`src/rtl/sample_seq_pkg.sv`:
```
package sample_seq_pkg;

  typedef enum logic [1:0] {
    ST_IDLE = 2'd0,
    ST_ACQ  = 2'd1,
    ST_FORM = 2'd2,
    ST_COMP = 2'd3
  } seq_state_e;

  localparam int unsigned NUM_SW = 3;

endpackage

```
`src/rtl/seq_rst_sync.sv`:
```
module seq_rst_sync (
  input  logic clk,
  input  logic rst_n,
  output logic rst_n_sync_o
);

  logic [1:0] sync_q;

  always_ff @(posedge clk or negedge rst_n) begin
    if (!rst_n) begin
      sync_q <= 2'b00;
    end else begin
      sync_q <= {sync_q[0], 1'b1};
    end
  end

  assign rst_n_sync_o = sync_q[1];

endmodule

```
`src/rtl/seq_tick_edge.sv`:
```
module seq_tick_edge (
  input  logic clk,
  input  logic rst_n,
  input  logic lvl_i,
  output logic rise_o
);

  logic lvl_q;
  logic lvl_d;

  always_comb begin
    lvl_d = lvl_i;
  end

  always_ff @(posedge clk or negedge rst_n) begin
    if (!rst_n) begin
      lvl_q <= 1'b0;
    end else begin
      lvl_q <= lvl_d;
    end
  end

  assign rise_o = lvl_i & ~lvl_q;

endmodule

```
`src/rtl/seq_stage_timer.sv`:
```
module seq_stage_timer #(
  parameter int unsigned CW = 8
) (
  input  logic          clk,
  input  logic          rst_n,
  input  logic          clear_i,
  input  logic          run_i,
  input  logic [CW-1:0] limit_i,
  output logic          expire_o
);

  logic [CW-1:0] cnt_q;
  logic [CW-1:0] cnt_d;
  logic          cnt_en;

  assign expire_o = (cnt_q == limit_i);

  always_comb begin
    cnt_en = clear_i | (run_i & ~expire_o);
    if (clear_i) begin
      cnt_d = '0;
    end else begin
      cnt_d = cnt_q + CW'(1);
    end
  end

  always_ff @(posedge clk or negedge rst_n) begin
    if (!rst_n) begin
      cnt_q <= '0;
    end else if (cnt_en) begin
      cnt_q <= cnt_d;
    end
  end

  AST_TIMER_BOUND: assert property (@(posedge clk) disable iff (!rst_n)
    run_i |-> (cnt_q <= limit_i));

  AST_TIMER_RESTART: assert property (@(posedge clk) disable iff (!rst_n)
    clear_i |=> (cnt_q == '0));

endmodule

```
`src/rtl/seq_phase_former.sv`:
```
module seq_phase_former #(
  parameter int unsigned W = 12
) (
  input  logic         clk,
  input  logic         rst_n,
  input  logic         load_i,
  input  logic [W-1:0] a_i,
  input  logic [W-1:0] b_i,
  output logic [W-1:0] ia_o,
  output logic [W-1:0] ib_o,
  output logic [W-1:0] ic_o
);

  localparam int unsigned XW = W + 2;
  localparam logic signed [XW-1:0] POS_MAX = {3'b000, {(W-1){1'b1}}};
  localparam logic signed [XW-1:0] NEG_MIN = {3'b111, {(W-1){1'b0}}};

  logic signed [XW-1:0] sum_x;
  logic signed [XW-1:0] neg_x;
  logic        [W-1:0]  ic_d;
  logic        [W-1:0]  ia_q;
  logic        [W-1:0]  ib_q;
  logic        [W-1:0]  ic_q;

  always_comb begin
    sum_x = $signed({{2{a_i[W-1]}}, a_i}) + $signed({{2{b_i[W-1]}}, b_i});
    neg_x = -sum_x;
    if (neg_x > POS_MAX) begin
      ic_d = POS_MAX[W-1:0];
    end else if (neg_x < NEG_MIN) begin
      ic_d = NEG_MIN[W-1:0];
    end else begin
      ic_d = neg_x[W-1:0];
    end
  end

  always_ff @(posedge clk or negedge rst_n) begin
    if (!rst_n) begin
      ia_q <= '0;
      ib_q <= '0;
      ic_q <= '0;
    end else if (load_i) begin
      ia_q <= a_i;
      ib_q <= b_i;
      ic_q <= ic_d;
    end
  end

  assign ia_o = ia_q;
  assign ib_o = ib_q;
  assign ic_o = ic_q;

  AST_PHASE_CAPTURE: assert property (@(posedge clk) disable iff (!rst_n)
    load_i |=> (ia_o == $past(a_i)) && (ib_o == $past(b_i)));

  AST_PHASE_HOLD: assert property (@(posedge clk) disable iff (!rst_n)
    !load_i |=> $stable(ic_o));

endmodule

```
`src/rtl/sample_seq.sv`:
```
module sample_seq
  import sample_seq_pkg::*;
#(
  parameter int unsigned W          = 12,
  parameter int unsigned ACQ_LIMIT  = 128,
  parameter int unsigned COMP_LIMIT = 120
) (
  input  logic         clk,
  input  logic         rst_n,
  input  logic         fs_tick_i,
  output logic         adc_start_o,
  output logic         enc_capture_o,
  input  logic         adc_done_i,
  input  logic [W-1:0] adc_ia_i,
  input  logic [W-1:0] adc_ib_i,
  output logic [W-1:0] ia_o,
  output logic [W-1:0] ib_o,
  output logic [W-1:0] ic_o,
  output logic         ctl_start_o,
  input  logic         ctl_done_i,
  input  logic [2:0]   sw_cmd_i,
  output logic [2:0]   sw_o,
  output logic         overrun_o,
  output logic         late_o
);

  localparam int unsigned MAX_LIMIT = (ACQ_LIMIT > COMP_LIMIT) ? ACQ_LIMIT : COMP_LIMIT;
  localparam int unsigned CW        = $clog2(MAX_LIMIT + 1);
  localparam logic [CW-1:0] ACQ_END  = CW'(ACQ_LIMIT - 1);
  localparam logic [CW-1:0] COMP_END = CW'(COMP_LIMIT - 1);

  logic       rst_n_s;
  logic       tick_rise;
  logic       expire;
  logic [CW-1:0] limit_sel;

  seq_state_e state_q;
  seq_state_e state_d;

  logic start_cyc;
  logic tick_busy;
  logic conv_accept;
  logic conv_abort;
  logic ctl_accept;
  logic ctl_abort;
  logic abort_any;
  logic timer_clear;
  logic timer_run;

  logic                adc_start_q;
  logic                enc_cap_q;
  logic                ctl_start_q;
  logic [NUM_SW-1:0]   sw_q;
  logic [NUM_SW-1:0]   sw_d;
  logic                sw_en;
  logic                ovr_q;
  logic                ovr_d;
  logic                ovr_en;
  logic                late_q;
  logic                late_d;
  logic                late_en;

  seq_rst_sync u_rst_sync (
    .clk          (clk),
    .rst_n        (rst_n),
    .rst_n_sync_o (rst_n_s)
  );

  seq_tick_edge u_tick_edge (
    .clk    (clk),
    .rst_n  (rst_n_s),
    .lvl_i  (fs_tick_i),
    .rise_o (tick_rise)
  );

  assign limit_sel = (state_q == ST_ACQ) ? ACQ_END : COMP_END;

  seq_stage_timer #(
    .CW (CW)
  ) u_stage_timer (
    .clk      (clk),
    .rst_n    (rst_n_s),
    .clear_i  (timer_clear),
    .run_i    (timer_run),
    .limit_i  (limit_sel),
    .expire_o (expire)
  );

  seq_phase_former #(
    .W (W)
  ) u_phase_former (
    .clk    (clk),
    .rst_n  (rst_n_s),
    .load_i (conv_accept),
    .a_i    (adc_ia_i),
    .b_i    (adc_ib_i),
    .ia_o   (ia_o),
    .ib_o   (ib_o),
    .ic_o   (ic_o)
  );

  // event decode
  always_comb begin
    start_cyc   = (state_q == ST_IDLE) & tick_rise;
    tick_busy   = (state_q != ST_IDLE) & tick_rise;
    conv_accept = (state_q == ST_ACQ)  &  adc_done_i;
    conv_abort  = (state_q == ST_ACQ)  & ~adc_done_i & expire;
    ctl_accept  = (state_q == ST_COMP) &  ctl_done_i;
    ctl_abort   = (state_q == ST_COMP) & ~ctl_done_i & expire;
    abort_any   = conv_abort | ctl_abort;
    timer_clear = start_cyc | conv_accept;
    timer_run   = (state_q != ST_IDLE);
  end

  // next state
  always_comb begin
    state_d = state_q;
    unique case (state_q)
      ST_IDLE: if (start_cyc) state_d = ST_ACQ;
      ST_ACQ: begin
        if (conv_accept) begin
          state_d = ST_FORM;
        end else if (conv_abort) begin
          state_d = ST_IDLE;
        end
      end
      ST_FORM: state_d = ST_COMP;
      ST_COMP: begin
        if (ctl_accept || ctl_abort) begin
          state_d = ST_IDLE;
        end
      end
      default: state_d = ST_IDLE;
    endcase
  end

  // output and flag next values
  always_comb begin
    sw_en   = ctl_accept | abort_any;
    sw_d    = abort_any ? '0 : sw_cmd_i;
    ovr_en  = start_cyc | tick_busy;
    ovr_d   = tick_busy;
    late_en = start_cyc | abort_any;
    late_d  = abort_any;
  end

  always_ff @(posedge clk or negedge rst_n_s) begin
    if (!rst_n_s) begin
      state_q     <= ST_IDLE;
      adc_start_q <= 1'b0;
      enc_cap_q   <= 1'b0;
      ctl_start_q <= 1'b0;
    end else begin
      state_q     <= state_d;
      adc_start_q <= start_cyc;
      enc_cap_q   <= start_cyc;
      ctl_start_q <= (state_q == ST_FORM);
    end
  end

  always_ff @(posedge clk or negedge rst_n_s) begin
    if (!rst_n_s) begin
      sw_q <= '0;
    end else if (sw_en) begin
      sw_q <= sw_d;
    end
  end

  always_ff @(posedge clk or negedge rst_n_s) begin
    if (!rst_n_s) begin
      ovr_q <= 1'b0;
    end else if (ovr_en) begin
      ovr_q <= ovr_d;
    end
  end

  always_ff @(posedge clk or negedge rst_n_s) begin
    if (!rst_n_s) begin
      late_q <= 1'b0;
    end else if (late_en) begin
      late_q <= late_d;
    end
  end

  assign adc_start_o   = adc_start_q;
  assign enc_capture_o = enc_cap_q;
  assign ctl_start_o   = ctl_start_q;
  assign sw_o          = sw_q;
  assign overrun_o     = ovr_q;
  assign late_o        = late_q;

  AST_START_FROM_IDLE: assert property (@(posedge clk) disable iff (!rst_n_s)
    adc_start_o |-> ($past(state_q) == ST_IDLE));

  AST_ADC_PULSE: assert property (@(posedge clk) disable iff (!rst_n_s)
    adc_start_o |=> !adc_start_o);

  AST_ENC_PULSE: assert property (@(posedge clk) disable iff (!rst_n_s)
    enc_capture_o |=> !enc_capture_o);

  AST_CTL_ORDER: assert property (@(posedge clk) disable iff (!rst_n_s)
    ctl_start_o |-> ($past(state_q) == ST_FORM));

  AST_CTL_PULSE: assert property (@(posedge clk) disable iff (!rst_n_s)
    ctl_start_o |=> !ctl_start_o);

  AST_SW_HOLD: assert property (@(posedge clk) disable iff (!rst_n_s)
    !$stable(sw_o) |-> $past(ctl_accept | abort_any));

  AST_ABORT_OFF: assert property (@(posedge clk) disable iff (!rst_n_s)
    $rose(late_o) |-> (sw_o == '0));

  AST_OVR_BUSY: assert property (@(posedge clk) disable iff (!rst_n_s)
    $rose(overrun_o) |-> ($past(state_q) != ST_IDLE));

endmodule

```
`config.mk`:
```
export PLATFORM = sky130hd
export DESIGN_NAME = sample_seq
export DESIGN_NICKNAME = d
export VERILOG_FILES = /design/src/rtl/sample_seq_pkg.sv /design/src/rtl/seq_rst_sync.sv /design/src/rtl/seq_tick_edge.sv /design/src/rtl/seq_stage_timer.sv /design/src/rtl/seq_phase_former.sv /design/src/rtl/sample_seq.sv
export SDC_FILE = /design/constraint.sdc
export NUM_CORES = 1
export LEC_CHECK = 0
export CAP_MARGIN = 5
export CORE_MARGIN = 2
export CORE_UTILIZATION = 30
export CTS_BUF_LIST = sky130_fd_sc_hd__clkbuf_8
export DETAILED_ROUTE_END_ITERATION = 10
export PLACE_DENSITY = 0.6
export SLEW_MARGIN = 20
export SYNTH_ARGS = -nofsm -noshare
export SYNTH_HDL_FRONTEND = slang
export SYNTH_SLANG_ARGS = --single-unit
```
`constraint.sdc`:
```
create_clock -name clk -period 2.13 [get_ports clk]
set_clock_uncertainty 0.2 [all_clocks]
set_input_delay 0.213 -clock clk [delete_from_list [all_inputs] [get_ports clk]]
set_output_delay 0.213 -clock clk [all_outputs]
set_load 0.01 [all_outputs]
```
==> impl_metrics.tcl <==
set metrics [dict create \
    outcome "finished, violations left" \
    violations "setup timing" \
    die_h_um 113 \
    pin_count 76 \
    p_seq_share_pct 33.8 \
    synthArstFlopShare_pct 100 \
    drt_first_iter_violations 140 \
    nNetsFinal 598 \
    routabilityCongestion 0.839 \
    rows 39 \
    finalHoldViolCount 0 \
    gr-total-overflow 0 \
    min_path_type "in -> reg" \
    dpl_cell_area_um2 4900 \
    cts_tree "done" \
    cp-end-kind "flop" \
    post-route-period-util_pct 138 \
    ys_types 66 \
    grt_pass1_wl_um 15800 \
    criticalPathCategory "in -> reg" \
    avgSynthCellArea_um2 8.99 \
    cp_max_fo 4 \
    drv_slew 0 \
    final_layout_size_suffix_gt1_share_pct 29.8 \
    htree_levels 2 \
    portBuffers 75 \
    hold_path_startpoint "adc_ib_i[5]" \
    finalSetupViolations 12 \
    fillerInstances 1090 \
    cp_cell_sequence "buf_8, ha_4, inv_2, fa_2, and2b_2, buf_12, o21bai_4, a2111o_1, o311ai_4, nor4_4, buf_4, and2_4, or3_4, a21boi_2, mux2_4" \
    cp_data_arrival_time_ns 2.96 \
    dpl.hpwl_um 7000 \
    dieArea_um2 12700 \
    layout_commonest_cell "nand2_1" \
    timing.final.ws_setup_ns -0.815 \
    yosysWarnings 0 \
    drcViolationCount 0 \
    synthCells 394 \
    swShare_pct 37.6 \
    wl_per_cell_um 13.4 \
    comb_power_share_pct 53.8 \
    fin_crit_ns 2.94 \
    p_int_w 0.00319 \
    slowest_delay_ns 0.41 \
    fp.dieW_um 113 \
    p_leak_nw 2.43 \
    clk_latency_ns 0.32 \
    area_growth_pct 51.5 \
    cts_root_buf "clkbuf_8" \
    grt_usage_pct 15.0 \
    drt-total-wl_um 9290 \
    ant_nets 0 \
    synth_fp_nets 442 \
    reg2reg_from "u_stage_timer.cnt_q[0]$_DFFE_PN0P_" \
    path_clk_slew_ns 0.11 \
    maxSlewHeadroom_pct 65.3 \
    startpoint "adc_ib_i[0]" \
    core_area_um2 11500 \
    antenna_cells 0 \
    clock-sinks 56 \
    worst_path_max_delay_cell "a2111o_1" \
    worst_hold_slack_ns 0.0341 \
    fin_area_um2 5370 \
    totalPowerFinal_w 0.00511 \
    final_cell_mix "nand2_1, buf_4, clkdlybuf4s50_1" \
    powerDensity_nw_per_um2 952 \
    clock.fmax_mhz 340 \
    synth_top_flop_cell "dfrtp_1" \
    grt_pass1_vias 3380 \
    antenna_found_initial 0 \
    clock_power_share_pct 12.4 \
    maxCapViolations 0 \
    critPathRequiredTime_ns 2.15 \
    cts_buffer_depth 2 \
    numCtsBuffers 5 \
    drtPass1Iterations 4 \
    worst_pin_slew_ns 0.521 \
    netSwitchingPower_w 0.00192 \
    grt_start_max_net_pins 55 \
    ir_drop_mv 0.434 \
    synthesis.area_um2 3540 \
    ys_seq_area_share_pct 39.5 \
    rsz0062_at_grt "yes" \
    synth-seq-cells 56 \
    via_per_inst 4.77 \
    synth_edf_count 0 \
    dr_total_vias 3310 \
    startpoint_type "input port" \
    start_util_pct 30.9 \
    pre_cts_slack_ns -1.70 \
]
## cell type report
class / instances / area (um^2) / area share, %
multi-input cells: 307 / 2170 / 40.5
repair buffers: 167 / 1470 / 27.4
flip-flops and latches: 56 / 1400 / 26.1
well taps: 143 / 179 / 3.33
clock buffers: 5 / 68.8 / 1.28
inverters: 13 / 48.8 / 0.909
clock inverters: 3 / 22.5 / 0.419
## cell families (layout without fill, tap and decap cells)
kind of cell	count (synthesis)	in the layout	share of synthesized area [%]
simple gates	186	186	24.7
compound gates	76	76	17.3
fa+ha+maj	16	16	5.86
other cells	1	1	0.106
mux	8	8	2.40
buf+inv	31	188	4.94
xor+xnor	20	20	5.16
flops	56	56	39.5
## cell usage after synthesis, types with 5 or more instances
cell      count  share of area, %
xor2_1       10               2.5
clkbuf_1      8              0.85
nor2b_1       5              0.88
o211ai_1      5               1.1
xnor2_1       9               2.2
o21ai_0      11               1.6
buf_6         7               2.2
ha_1         15               5.3
inv_1        13               1.4
nor3_1        6              0.85
a21oi_1      11               1.6
dfrtp_1      56                40
a21oi_2       9               2.2
nand3_1      13               1.8
mux2i_1       7               2.0
nor2_1       39               4.1
nand2_1      95                10
## power by group through the flow
stage / combinational (W) / sequential [W] / clock (W)
final: 0.00275 / 0.00173 / 0.000634
after global placement: 0.00257 / 0.00175 / 0
after detailed placement: 0.00261 / 0.00175 / 0
after CTS: 0.00273 / 0.00173 / 0.000654
after floorplan: 0.00114 / 0.00194 / 0
after global routing: 0.00300 / 0.00179 / 0.000698
## critical path: cells and delay by family
| family | cells | cell delay [ns] |
|---|---|---|
| adder cells (fa/ha/maj) | 2 | 0.45 |
| buffers and inverters | 4 | 0.37 |
| multiplexers | 1 | 0.26 |
| AO/OA/AOI/OAI | 4 | 0.77 |
| AND/OR/NAND/NOR | 4 | 0.88 |
## metal layers
layer  track usage, %  vias to the layer above  part of all wire (%)
li1                 -                     1651                     -
met1             19.0                     1581                    44
met2             25.7                       62                    50
met3             2.32                       16                   3.5
met4             5.37                        0                   2.1
met5                0                        -                     0
## per-stage QoR
| step | utilization [%] | setup TNS (ns) | cells |
|---|---|---|---|
| 2_1_floorplan | - | -9.64 | 394 |
| 3_3_place_gp | 42.7 | -17.67 | 662 |
| 3_5_place_dp | 42.7 | -19.20 | 662 |
| 4_1_cts | 46.0 | -9.56 | 691 |
| 5_1_grt | 46.8 | -10.72 | 694 |
| 6_report | 46.8 | -9.32 | 694 |
## state kept, by name (all words and copies together) (netlist names), named ones only
register,flops
u_phase_former.ic_o,12
u_stage_timer.cnt_q,8
late_o,1
u_phase_former.ib_o,12
overrun_o,1
u_phase_former.ia_o,12
u_tick_edge.lvl_q,1
sw_o,3
u_rst_sync.sync_q,2
state_q,1
ctl_start_o,1
enc_capture_o,1
## path summary, 6_finish.rpt
kind | endpoint | slack [ns] | cells after the start
worst max-delay path | u_phase_former.ic_o[1]$_DFFE_PN0P_ | -0.81 | 15
worst min-delay path | u_phase_former.ib_o[5]$_DFFE_PN0P_ | 0.03 | 3
worst max register to register | u_stage_timer.cnt_q[7]$_DFFE_PN0P_ | 0.20 | 9
worst min register to register | u_phase_former.ia_o[7]$_DFFE_PN0P_ | 0.06 | 1
max in group asynchronous | u_rst_sync.sync_q[1]$_DFF_PN0_ | 1.21 | 2
min in group asynchronous | u_phase_former.ia_o[7]$_DFFE_PN0P_ | 0.06 | 1
## timing repair
action                                 CTS  global route
hold buffers                             4             0
endpoints found under the hold margin    5             0
gates resized for setup                 65            14
gates cloned                             1             0
setup buffers                           16             3
pin swaps                               26             9
setup endpoints to repair               12            14
No activity file was read; power rests on OpenSTA's default activity.
